<file path="src/rtl/eoi_pkg.sv">
package eoi_pkg;
  localparam int VID_W  = 16;
  localparam int PID_W  = 10;
  localparam int PRIO_W = 8;

  typedef struct packed {
    logic [VID_W-1:0]  vid;
    logic [PID_W-1:0]  pid;
    logic [PRIO_W-1:0] prio;
    logic              grp;
    logic              hw;
    logic              active;
  } lr_t;

  localparam int LR_W = $bits(lr_t);

  // keep the top n bits of a priority
  function automatic logic [PRIO_W-1:0] pri_to_pre(input logic [PRIO_W-1:0] p,
                                                   input logic [3:0] n);
    return p & ~({PRIO_W{1'b1}} >> n);
  endfunction
endpackage

</file>
<file path="src/rtl/eoi_lr_bank.sv">
module eoi_lr_bank import eoi_pkg::*; #(
  parameter int NUM_LR = 4,
  localparam int IDX_W = (NUM_LR > 1) ? $clog2(NUM_LR) : 1
) (
  input  logic                   clk,
  input  logic                   rst_n,
  input  logic                   wr_en,
  input  logic [IDX_W-1:0]       wr_idx,
  input  lr_t                    wr_data,
  input  logic                   clr_en,
  input  logic [IDX_W-1:0]       clr_idx,
  output lr_t [NUM_LR-1:0]       ents
);
  always_ff @(posedge clk) begin
    if (!rst_n) begin
      ents <= '0;
    end else begin
      for (int i = 0; i < NUM_LR; i++) begin
        if (wr_en && wr_idx == IDX_W'(i))
          ents[i] <= wr_data;
        else if (clr_en && clr_idx == IDX_W'(i))
          ents[i].active <= 1'b0;
      end
    end
  end
endmodule

</file>
<file path="src/rtl/eoi_lr_scan.sv">
module eoi_lr_scan import eoi_pkg::*; #(
  parameter int NUM_LR = 4,
  localparam int IDX_W = (NUM_LR > 1) ? $clog2(NUM_LR) : 1,
  localparam int UW    = $clog2(NUM_LR + 1)
) (
  input  lr_t [NUM_LR-1:0]  ents,
  input  logic [VID_W-1:0]  id,
  input  logic [UW-1:0]     used,
  output logic              hit,
  output logic [IDX_W-1:0]  idx,
  output logic [PRIO_W-1:0] prio,
  output logic [PID_W-1:0]  pid,
  output logic              grp,
  output logic              hw
);
  logic [NUM_LR-1:0] match;

  for (genvar g = 0; g < NUM_LR; g++) begin : g_match
    assign match[g] = ents[g].active && (ents[g].vid == id) && (UW'(g) < used);
  end

  always_comb begin
    hit = |match;
    idx = '0;
    for (int i = NUM_LR - 1; i >= 0; i--)
      if (match[i]) idx = IDX_W'(i);
    prio = ents[idx].prio;
    pid  = ents[idx].pid;
    grp  = ents[idx].grp;
    hw   = ents[idx].hw;
  end
endmodule

</file>
<file path="src/rtl/eoi_miss_counter.sv">
module eoi_miss_counter #(
  parameter int CNT_W = 5
) (
  input  logic             clk,
  input  logic             rst_n,
  input  logic             inc,
  output logic [CNT_W-1:0] q
);
  always_ff @(posedge clk) begin
    if (!rst_n)   q <= '0;
    else if (inc) q <= q + CNT_W'(1);
  end
endmodule

</file>
<file path="src/rtl/eoi_deact_unit.sv">
module eoi_deact_unit import eoi_pkg::*; #(
  parameter int NUM_LR   = 4,
  parameter int LPI_BASE = 8192,
  parameter int CNT_W    = 5,
  localparam int IDX_W   = (NUM_LR > 1) ? $clog2(NUM_LR) : 1,
  localparam int UW      = $clog2(NUM_LR + 1)
) (
  input  logic              clk,
  input  logic              rst_n,
  input  logic              eoi_valid,
  input  logic [VID_W-1:0]  eoi_id,
  input  logic              eoi_grp,
  input  logic              eoi_mode,
  input  logic [3:0]        pre_bits,
  output logic              drop_req,
  input  logic [PRIO_W-1:0] drop_prio,
  input  logic [UW-1:0]     lr_used,
  input  logic              lr_wr_en,
  input  logic [IDX_W-1:0]  lr_wr_idx,
  input  logic [LR_W-1:0]   lr_wr_data,
  input  logic [IDX_W-1:0]  lr_rd_idx,
  output logic [LR_W-1:0]   lr_rd_data,
  output logic              deact_req,
  output logic [PID_W-1:0]  deact_pid,
  output logic [CNT_W-1:0]  eoi_count,
  output logic              done
);
  // stage 1: captured request, scan runs on it
  logic              s1_valid;
  logic [VID_W-1:0]  s1_id;
  logic              s1_grp;
  logic              s1_mode;
  logic [3:0]        s1_pre;
  // stage 2: scan result and dropped priority
  logic              s2_valid;
  logic              s2_skip;
  logic              s2_hit;
  logic [IDX_W-1:0]  s2_idx;
  logic [PRIO_W-1:0] s2_prio;
  logic [PRIO_W-1:0] s2_drop;
  logic [PID_W-1:0]  s2_pid;
  logic              s2_egrp;
  logic              s2_hw;
  logic              s2_grp;
  logic [3:0]        s2_pre;

  lr_t [NUM_LR-1:0]  bank_ents;
  logic              scan_hit;
  logic [IDX_W-1:0]  scan_idx;
  logic [PRIO_W-1:0] scan_prio;
  logic [PID_W-1:0]  scan_pid;
  logic              scan_grp;
  logic              scan_hw;

  // named events for the checker
  logic eoi_accept;
  logic grp_ok;
  logic pre_ok;
  logic ev_deact;
  logic ev_miss;
  logic ev_ignore;

  assign eoi_accept = eoi_valid && !s1_valid && !s2_valid;
  assign drop_req   = s1_valid;

  always_ff @(posedge clk) begin
    if (!rst_n) begin
      s1_valid <= 1'b0;
      s1_id    <= '0;
      s1_grp   <= 1'b0;
      s1_mode  <= 1'b0;
      s1_pre   <= '0;
    end else begin
      s1_valid <= eoi_accept;
      if (eoi_accept) begin
        s1_id   <= eoi_id;
        s1_grp  <= eoi_grp;
        s1_mode <= eoi_mode;
        s1_pre  <= pre_bits;
      end
    end
  end

  eoi_lr_scan #(.NUM_LR(NUM_LR)) u_scan (
    .ents (bank_ents),
    .id   (s1_id),
    .used (lr_used),
    .hit  (scan_hit),
    .idx  (scan_idx),
    .prio (scan_prio),
    .pid  (scan_pid),
    .grp  (scan_grp),
    .hw   (scan_hw)
  );

  always_ff @(posedge clk) begin
    if (!rst_n) begin
      s2_valid <= 1'b0;
      s2_skip  <= 1'b0;
      s2_hit   <= 1'b0;
      s2_idx   <= '0;
      s2_prio  <= '0;
      s2_drop  <= '0;
      s2_pid   <= '0;
      s2_egrp  <= 1'b0;
      s2_hw    <= 1'b0;
      s2_grp   <= 1'b0;
      s2_pre   <= '0;
    end else begin
      s2_valid <= s1_valid;
      if (s1_valid) begin
        s2_skip <= s1_mode || (s1_id >= VID_W'(LPI_BASE));
        s2_hit  <= scan_hit;
        s2_idx  <= scan_idx;
        s2_prio <= scan_prio;
        s2_drop <= drop_prio;
        s2_pid  <= scan_pid;
        s2_egrp <= scan_grp;
        s2_hw   <= scan_hw;
        s2_grp  <= s1_grp;
        s2_pre  <= s1_pre;
      end
    end
  end

  assign grp_ok    = (s2_egrp == s2_grp);
  assign pre_ok    = (pri_to_pre(s2_prio, s2_pre) == pri_to_pre(s2_drop, s2_pre));
  assign ev_deact  = s2_valid && !s2_skip && s2_hit && grp_ok && pre_ok;
  assign ev_miss   = s2_valid && !s2_skip && !s2_hit;
  assign ev_ignore = s2_valid && !s2_skip && s2_hit && !(grp_ok && pre_ok);

  eoi_lr_bank #(.NUM_LR(NUM_LR)) u_bank (
    .clk     (clk),
    .rst_n   (rst_n),
    .wr_en   (lr_wr_en),
    .wr_idx  (lr_wr_idx),
    .wr_data (lr_t'(lr_wr_data)),
    .clr_en  (ev_deact),
    .clr_idx (s2_idx),
    .ents    (bank_ents)
  );

  assign lr_rd_data = bank_ents[lr_rd_idx];

  eoi_miss_counter #(.CNT_W(CNT_W)) u_cnt (
    .clk   (clk),
    .rst_n (rst_n),
    .inc   (ev_miss),
    .q     (eoi_count)
  );

  always_ff @(posedge clk) begin
    if (!rst_n) begin
      done      <= 1'b0;
      deact_req <= 1'b0;
      deact_pid <= '0;
    end else begin
      done      <= s2_valid;
      deact_req <= ev_deact && s2_hw;
      if (ev_deact && s2_hw) deact_pid <= s2_pid;
    end
  end
endmodule

</file>
<file path="config.mk">
export PLATFORM = sky130hd
export DESIGN_NAME = eoi_deact_unit
export DESIGN_NICKNAME = d
export VERILOG_FILES = /design/src/rtl/eoi_pkg.sv /design/src/rtl/eoi_lr_bank.sv /design/src/rtl/eoi_lr_scan.sv /design/src/rtl/eoi_miss_counter.sv /design/src/rtl/eoi_deact_unit.sv
export SDC_FILE = /design/constraint.sdc
export NUM_CORES = 1
export LEC_CHECK = 0
export BUFFER_PORTS_ARGS = -buffer_cell sky130_fd_sc_hd__buf_2
export CORE_MARGIN = 2
export CORE_UTILIZATION = 50
export CTS_CLUSTER_SIZE = 25
export DETAILED_ROUTE_END_ITERATION = 8
export GPL_TIMING_DRIVEN = 0
export PLACE_DENSITY = 0.73
export SETUP_SLACK_MARGIN = 0.5
export SYNTH_ARGS = -nofsm -noshare
export SYNTH_HDL_FRONTEND = slang
export SYNTH_SLANG_ARGS = --single-unit
</file>
<file path="constraint.sdc">
create_clock -name clk -period 2.4 [get_ports clk]
set_input_delay 0 -clock clk [delete_from_list [all_inputs] [get_ports clk]]
set_output_delay 0 -clock clk [all_outputs]
set_load 0.005 [all_outputs]
</file>
=== Yosys cells after proc, flatten, opt, wreduce, memory -nomap -nowiden ===
Cells that the tools add are included.

* Flip-flop bits (word level): 226
* Bits of input ports: 78
* Word-level logic and storage cells: 120
* Output and inout bits: 55

* Shifts and indexed selects: 1
* Add/subtract/negate cells: 1
* Order comparisons: 7
* Multiplexer cells: 16
* Equal/unequal tests: 12
* Reductions and logical operators: 36
* Bitwise gates (word level): 3

{| class="wikitable"
|+ Operator list
! cell !! count
|-
| binary-select mux 37 bit (select 2 bit) || 2
|-
| equality test 16 bit || 4
|-
| 2-to-1 mux 37 bit || 1
|-
| logical AND 1 bit || 24
|-
| 2-to-1 mux 21 bit || 1
|-
| bitwise AND 8 bit || 2
|-
| greater-or-equal comparator 16 x 14 -> 1 bit (second input constant) || 1
|-
| equality test 2 bit (second input constant) || 4
|-
| equality test 8 bit || 1
|-
| 2-to-1 mux 1 bit || 8
|-
| 2-to-1 mux 2 bit || 4
|-
| inverter 8 bit || 1
|-
| nonzero test 2 bit || 4
|-
| right shift 8 x 4 -> 8 bit (first input constant) || 1
|-
| less-than comparator 1 x 3 -> 1 bit (first input constant) || 2
|-
| less-than comparator 2 x 3 -> 1 bit (first input constant) || 2
|-
| less-than comparator 2 x 3 -> 1 bit (second input constant) || 2
|-
| adder 5 x 1 -> 5 bit (second input constant) || 1
|-
| equality test 2 x 1 -> 1 bit (second input constant) || 2
|-
| logical NOT 1 bit || 4
|-
| logical NOT 2 bit || 2
|-
| OR reduction 4 bit || 1
|-
| equality test 1 bit || 1
|-
| logical OR 1 bit || 1
|}

=== Depth between registers and ports, before layout ===
Gate-level depths: netlist (run 1).

* Depth in word-level cells: 9
* Depth in mapped cells: 11
* Gate-level depth less buffers: 7

=== Modules after synthesis ===
A second synthesis (run 1) with hierarchy kept.

* Cells, all modules: 1,218
* Area, all modules: 11,287.1 µm²

{| class="wikitable"
|+ By module, submodules not included
! module !! area each (µm²) !! seq. area each (µm²) !! cells an instance !! times used
|-
| eoi_lr_bank || 5,571.6 || 2,962.8 || 647 || 1
|-
| eoi_deact_unit || 3,787.4 || 1,461.4 || 342 || 1
|-
| eoi_lr_scan || 1,702.9 || 0.0 || 206 || 1
|-
| eoi_miss_counter || 225.2 || 100.1 || 23 || 1
|}

=== Worst setup path before layout (run 1) ===
Ideal clock, no wire load.

* Path kind: flip-flop to flip-flop
* Start: register s1_id[14]
* End: register s2_pid[7]
* Setup time: 119 ps
* Buffers on the path: 3
* Stages on the path, launching flop included: 10
* Clock period less this slack: 2,338 ps
* Data required time: 2,281 ps
* Setup slack: 62 ps
* Arrival: 2,219 ps
* Cell sequence: dfxtp_1 buf_6 xor2_2 or4_4 nor4_4 or4b_1 buf_6 buf_12 o211ai_2 o21ai_1

* Cells in the longest elaborated chain, start to end: 9
* Elaborated cells between the ends (all ways): 18
* Classes of those cells: 4 x eq/ne; 6 x mux; 8 x reduce/logical

{| class="wikitable"
|+ Ends and longest elaborated chain
! what !! RTL line !! text
|-
| from (decl) || eoi_deact_unit.sv:30 || <nowiki>logic [VID_W-1:0] s1_id;</nowiki>
|-
| from (signal assigned) || eoi_deact_unit.sv:76 || <nowiki>s1_id <= eoi_id;</nowiki>
|-
| equality test 16 bit || eoi_lr_scan.sv:19 || <nowiki>assign match[g] = ents[g].active && (ents[g].vid == id) && (UW'(g) < used);</nowiki>
|-
| logical AND 1 bit (2 in series) || eoi_lr_scan.sv:19 ||
|-
| 2-to-1 mux 2 bit (3 in series) || eoi_lr_scan.sv:26 || <nowiki>if (match[i]) idx = IDX_W'(i);</nowiki>
|-
| 2-to-1 mux 2 bit * || eoi_lr_scan.sv:26 ||
|-
| binary-select mux 37 bit (select 2 bit) * || eoi_lr_scan.sv:28 || <nowiki>pid = ents[idx].pid;</nowiki>
|-
| 2-to-1 mux 21 bit * || n/a ||
|-
| to (signal assigned) || eoi_deact_unit.sv:117 || <nowiki>s2_pid <= scan_pid;</nowiki>
|-
| to (decl) || eoi_deact_unit.sv:41 || <nowiki>logic [PID_W-1:0] s2_pid;</nowiki>
|}

Every way passes the cells marked *; elsewhere a longest branch is shown, timed or not. The select of a mux whose other input is x is not followed.
A chain may end at the register's enable or synchronous reset.

=== Worst setup path in the final report (run 1) ===
* Start: register s1_id[0]
* End: register s2_pid[3]

The elaborated chain is that of the path after synthesis.

==> impl_metrics.ini, run 1 <==
[die]
num_rows = 53
core_area_um2 = 21000
start_util = 0.510
die-area_um2 = 22600
die_w_um = 150
die_height_um = 150
pin_count = 133

[routing]
route.detailed.drc = 0
drt_iter0_drc = 942
drtPass1Iterations = 6
avgRoutedWirePerCell_um = 20.6
vias = 10600
avgViaCountPerCell = 5.84
wl_um = 37400
drtAntennaViolNets = 0

[setup_path]
startpoint_type = register
cp-end-kind = register
worstPathArrival_ns = 3.02
cp.required_ns = 2.82
startpoint = s1_id[0]$_SDFFE_PN0P_
crit_type = register to register
worstReg2RegStart = s1_id[0]$_SDFFE_PN0P_
reg2regPathDepth = 10
critPathMaxFanout = 5
r2r_setup_slack_ns = -0.20

[placed_design]
dpl_cell_area_um2 = 11800
place_ws_ns = -0.334
gp_congestion = 0.986
dp_hpwl_um = 25300
dp.cells = 1670
port-buffer-count = 129

[logic_synthesis]
synth_ff_type = dfxtp_1
synthArstFlopShare = 0
synth_area_leader_cell = dfxtp_1
synth_edf_count = 0
yosysUniqueCellTypes = 57
synth_cells = 1266
synth_top_area_frac = 0.422
ys_ff_latch = 226
yosys-top-cells-area = dfxtp_1 (42%), nand2_1 (13%), a21oi_1 (7.9%)
yosysWarnings = 0
postSynthNetCount = 1345
syn-cell-area_um2 = 10700
yosysSeqAreaShare = 0.422
synth.avg_cell_area_um2 = 8.46

[cts]
path_clk_slew_ns = 0.06
ctsHtreeMaxLevel = 1
max-clock-path-buffers = 3
clk_latency_ns = 0.54
cts_tree = built
cts_root_buffer = clkbuf_16
cts_buffers = 25
cts_sinks = 226

[global_route]
grt_start_max_net_pins = 13
grt_overflow = 0
grt.total_usage = 0.322
antenna_found_initial = 0
grt_pass1_wl_um = 55400
grt_pass1_vias = 10100

[worst_hold_path]
hold_class = input port to register
holdPathStages = 5
min-delay-start = rst_n

[final_layout]
fillers = 1704
fin_cells = 1812
seq_area_um2 = 4530
fin_util = 0.673
n_antenna_cell = 0
nets = 1599
stdcell_area_um2 = 14100
multi_input_area_um2 = 6060
drive_gt1_frac = 0.245
area_growth_pct = 32.0

[power]
peakVddDrop_v = 0.000466
p_per_area_nw_per_um2 = 636
p_leak_nw = 5.49

[sta]
period_share = 1.08
setup_ws_ns = -0.197
tns_ns = -2.90
relSlewSlack = 0.429
rsz0062_at_grt = true
hold_slack_ns = -0.0249
fmax_ghz = 0.385
tightest_slew_ns = 0.857
post-route-min-period_ns = 2.60
finalHoldViolations = 12
setup_viol = 19
slew_viol_final = 0
fin_skew_ns = 0.0169

[status]
status = complete, but fails checks
violations = hold timing, setup timing

[job]
cap_violations = 0
power by group:
group	total, W	switching [W]	internal (W)
clock network	0.00380	0.00155	0.00225
registers	0.00398	0.000105	0.00388
logic	0.00122	0.000707	0.000514
timing repair:
item	CTS	global route
hold buffers	69	2
setup buffers	15	8
pin swaps	27	36
gates resized for setup	66	79
setup endpoints to repair	84	60
hold endpoints to repair	178	1
cloned	4	0
cell usage in the layout (no fill, tap or decap), types with 31 or more instances in the layout:
cell type,synthesis,final
xor2_1,51,34
a21oi_1,169,169
buf_2,14,133
dfxtp_1,226,220
dlygate4sd3_1,1,72
nand2_1,370,365
nor2_1,41,38
mux4_2,37,37
clkbuf_1,71,64
a211oi_1,39,31
synthesized netlist by cell type, types with 10 or more instances:
library cell,number
dfxtp_1,226
nor4_1,19
clkbuf_1,71
xor2_1,51
a211oi_1,39
o21ai_0,19
a21oi_1,169
mux4_2,37
xnor2_1,25
nor2_1,41
inv_1,24
o211ai_2,10
mux2i_1,27
buf_2,14
nand2_1,370
o21ai_1,10
final timing paths:
| kind | to |
|---|---|
| max | s2_pid[3]$_SDFFE_PN0P_ |
| min reg2reg | s2_pid[6]$_SDFFE_PN0P_ |
| max reg2reg | s2_pid[3]$_SDFFE_PN0P_ |
| min | s2_pid[2]$_SDFFE_PN0P_ |
cells by family after synthesis:
| logic type | after synthesis | synth area share |
|---|---|---|
| AOI/OAI and AO/OA | 270 | 0.149 |
| xor gates and xnor gates | 77 | 0.0636 |
| adders and majority gates | 1 | 0.00117 |
| buffers and inverters | 130 | 0.0579 |
| DFF | 226 | 0.422 |
| muxes | 65 | 0.104 |
| and+or+nand+nor | 497 | 0.202 |
layer usage:
metal,vias to the layer above,wire length [um],GRT usage,share of wire
met1,5064,15100,0.426,0.40
met5,-,0,0,0
met2,546,17300,0.530,0.46
li1,4868,-,-,-
met3,106,3630,0.0579,0.097
met4,0,1350,0.112,0.036
critical path, cell delays in order, from the launching register on:
cell and delay (ns):
dfxtp_2 0.32, buf_6 0.13, xor2_4 0.16, nor4_2 0.32, nand3_1 0.17, nor4_4 0.31
or4b_4 0.54, buf_8 0.16, buf_12 0.12, o211ai_1 0.17, o21ai_1 0.09
area by class of cell:
type | count | area share
sequential | 226 | 0.321
timing repair buffer | 227 | 0.115
buffer | 106 | 0.0481
multi-input combinational | 910 | 0.429
clock inverter | 8 | 0.00663
tap | 275 | 0.0243
inverter | 24 | 0.00637
clock buffer | 36 | 0.0500
flip-flops by register name, summed over array words and instances, names as in the netlist:
| register | cells |
|---|---|
| s2_grp | 1 |
| s2_prio | 8 |
| deact_pid | 10 |
| s2_pid | 10 |
| s2_valid | 1 |
| drop_req | 1 |
| s2_egrp | 1 |
| s2_hit | 1 |
| s1_pre | 4 |
| s2_pre | 4 |
| s2_skip | 1 |
| s2_idx | 2 |
| u_cnt.q | 5 |
| s1_grp | 1 |
| s1_mode | 1 |
| u_bank.ents | 148 |
| s2_drop | 8 |
| s1_id | 16 |
| s2_hw | 1 |
| deact_req | 1 |
| done | 1 |
metrics by stage:
| stage | power (W) | hold WS [ns] |
|---|---|---|
| after floorplan | 0.00465 | 0.136 |
| after global placement | 0.00502 | 0.237 |
| after detailed placement | 0.00504 | 0.245 |
| after CTS | 0.00891 | 0.0123 |
| after global routing | 0.00927 | 0.0125 |
| final | 0.00900 | -0.0249 |
Power figures use the tool's default switching activity.
==> run 2, diff against run 1 <==
Settings changed: RECOVER_POWER from default to 100, SETUP_SLACK_MARGIN 0.5 to 0.2.
==> run 2 against run 1 <==
Effect of this change: the run ends with setup timing left; sequential share of layout area is 0.26 points higher; flip-flop and latch count stayed put; die area stayed put; routed wire length is 0.20% lower; clock-buffer cell count stayed put; final area is 0.93% lower; via count is 0.37% lower; register-to-register slack better by 0.02 ns; sequential power hardly changed; power is 3.1% higher; clock power is 8.2% higher; cell count is 0.11% lower.
==> impl_metrics.ini, run 2 (synthesized netlist as in run 1, its figures left out) <==
[status]
status = complete, but fails checks
violations = setup timing

[global_route]
antenna_found_initial = 0
grtUsageMet1 = 0.428
grt_start_max_net_pins = 14
busiest_layer = met2
grt_overflow = 0
met3_usage = 0.0567
grt.total_usage = 0.321
grt_pass1_wl_um = 55200
grt_pass1_vias = 10100
use_met2 = 0.512

[cts]
path_clk_slew_ns = 0.06
cts_root_buffer = clkbuf_16
ctsHtreeMaxLevel = 1
cts_sinks = 226
cts_tree = built
cts_buffers = 25
max-clock-path-buffers = 3
clk_latency_ns = 0.54

[setup_path]
worst_path_max_delay_cell = or4_4
r2r_setup_slack_ns = -0.17
startpoint_type = register
crit_type = register to register
r2r-end = s2_pid[6]$_SDFFE_PN0P_
reg2regPathDepth = 9
cp.required_ns = 2.81
cpPeakStageDelay_ns = 0.56
worstPathArrival_ns = 2.99
worstReg2RegStart = s1_id[5]$_SDFFE_PN0P_
path_cells = buf_6 > xor2_4 > or4_4 > nor4_4 > or4b_4 > buf_8 > buf_12 > o211ai_2 > o21ai_1
cp-end-kind = register
startpoint = s1_id[5]$_SDFFE_PN0P_
critPathMaxFanout = 10

[routing]
drtAntennaViolNets = 0
drt_iter0_drc = 1118
avgViaCountPerCell = 5.83
route.detailed.drc = 0
vias = 10500
wl_um = 37300
drtPass1Iterations = 5
avgRoutedWirePerCell_um = 20.6

[die]
start_util = 0.510
die-area_um2 = 22600
core_area_um2 = 21000
num_rows = 53
die_w_um = 150
die_height_um = 150
pin_count = 133

[power]
p_leak_nw = 5.28
p_per_area_nw_per_um2 = 663
p_total_w = 0.00928
peakVddDrop_v = 0.000474

[sta]
slew_viol_final = 0
finalHoldViolations = 0
post-route-min-period_ns = 2.57
setup_ws_ns = -0.174
rsz0062_at_grt = true
tns_ns = -2.31
fmax_ghz = 0.388
tightest_slew_ns = 1.10
relSlewSlack = 0.264
fin_skew_ns = 0.0148
period_share = 1.07
setup_viol = 24

[final_layout]
nets = 1595
top_register = u_bank.ents
multi_input_area_um2 = 5970
area_growth_pct = 30.8
layout_common_cells = nand2_1 (367), dfxtp_1 (223), a21oi_1 (169), clkbuf_1 (101), buf_2 (99)
largest_reg_flops = 148
largest_registers = u_bank.ents x148, s1_id x16
n_antenna_cell = 0
fillers = 1719
seq_area_um2 = 4530
final_common_cell = nand2_1
drive_gt1_frac = 0.207

[placed_design]
port-buffer-count = 129
place_ws_ns = -0.652
dp_hpwl_um = 25000
gp_congestion = 0.964

[worst_hold_path]
hold_class = input port to register
min-delay-start = lr_wr_en
min_to = u_bank.ents[36]$_SDFFE_PN0P_
holdPathStages = 4

[job]
cap_violations = 0
## run 2: cell type report
cell class                      instances  area share
Inverter                               24     0.00643
Buffer                                106      0.0464
Clock buffer                           36      0.0519
Clock inverter                         10      0.0110
Timing Repair Buffer                  223       0.110
Multi-Input combinational cell        910       0.426
Sequential cell                       226       0.323
Tap cell                              275      0.0246
## run 2: where the power goes
part           internal [W]  switching (W)
sequential          0.00388       0.000106
combinational      0.000500       0.000691
clock               0.00253        0.00158
total               0.00691        0.00238
## run 2: worst max-delay path by stage
stage | to | cells past startpoint
2_1_floorplan | s2_pid[7]$_SDFFE_PN0P_ | 9
4_1_cts | s2_pid[6]$_SDFFE_PN0P_ | 9
5_1_grt | s2_pid[2]$_SDFFE_PN0P_ | 9
3_5_place_dp | s2_pid[6]$_SDFFE_PN0P_ | 11
6_report | s2_pid[6]$_SDFFE_PN0P_ | 9
3_3_place_gp | s2_pid[6]$_SDFFE_PN0P_ | 11
## run 2: stage by stage
step	utilization	hold WS (ns)	instance area [um^2]	instances
after floorplan	-	0.136	10700	1266
after detailed placement	0.557	0.247	11700	1670
final	0.667	0.0645	14000	1810
after global routing	0.667	0.0634	14000	1810
after global placement	0.557	0.238	11700	1670
after CTS	0.650	0.0223	13700	1795
## run 2: worst max-delay path: cells and delay by family, from the launching register on
| kind | cells | cell delay [ns] |
|---|---|---|
| AOI/OAI and AO/OA | 2 | 0.24 |
| buffers and inverters | 3 | 0.44 |
| and+or+nand+nor | 3 | 1.29 |
| DFF | 1 | 0.31 |
| xor gates and xnor gates | 1 | 0.16 |
## run 2: timing repair
action,CTS,global route
gates resized for setup,73,58
setup buffers,8,11
setup endpoints to repair,62,33
hold buffers,69,2
cloned,2,2
endpoints found under the hold margin,178,3
pin swaps,8,22
## run 2: per-layer routing
layer	up-vias	part of all wire
met5	-	0
met4	0	0.041
met3	98	0.099
met2	600	0.45
met1	4983	0.41
li1	4864	-
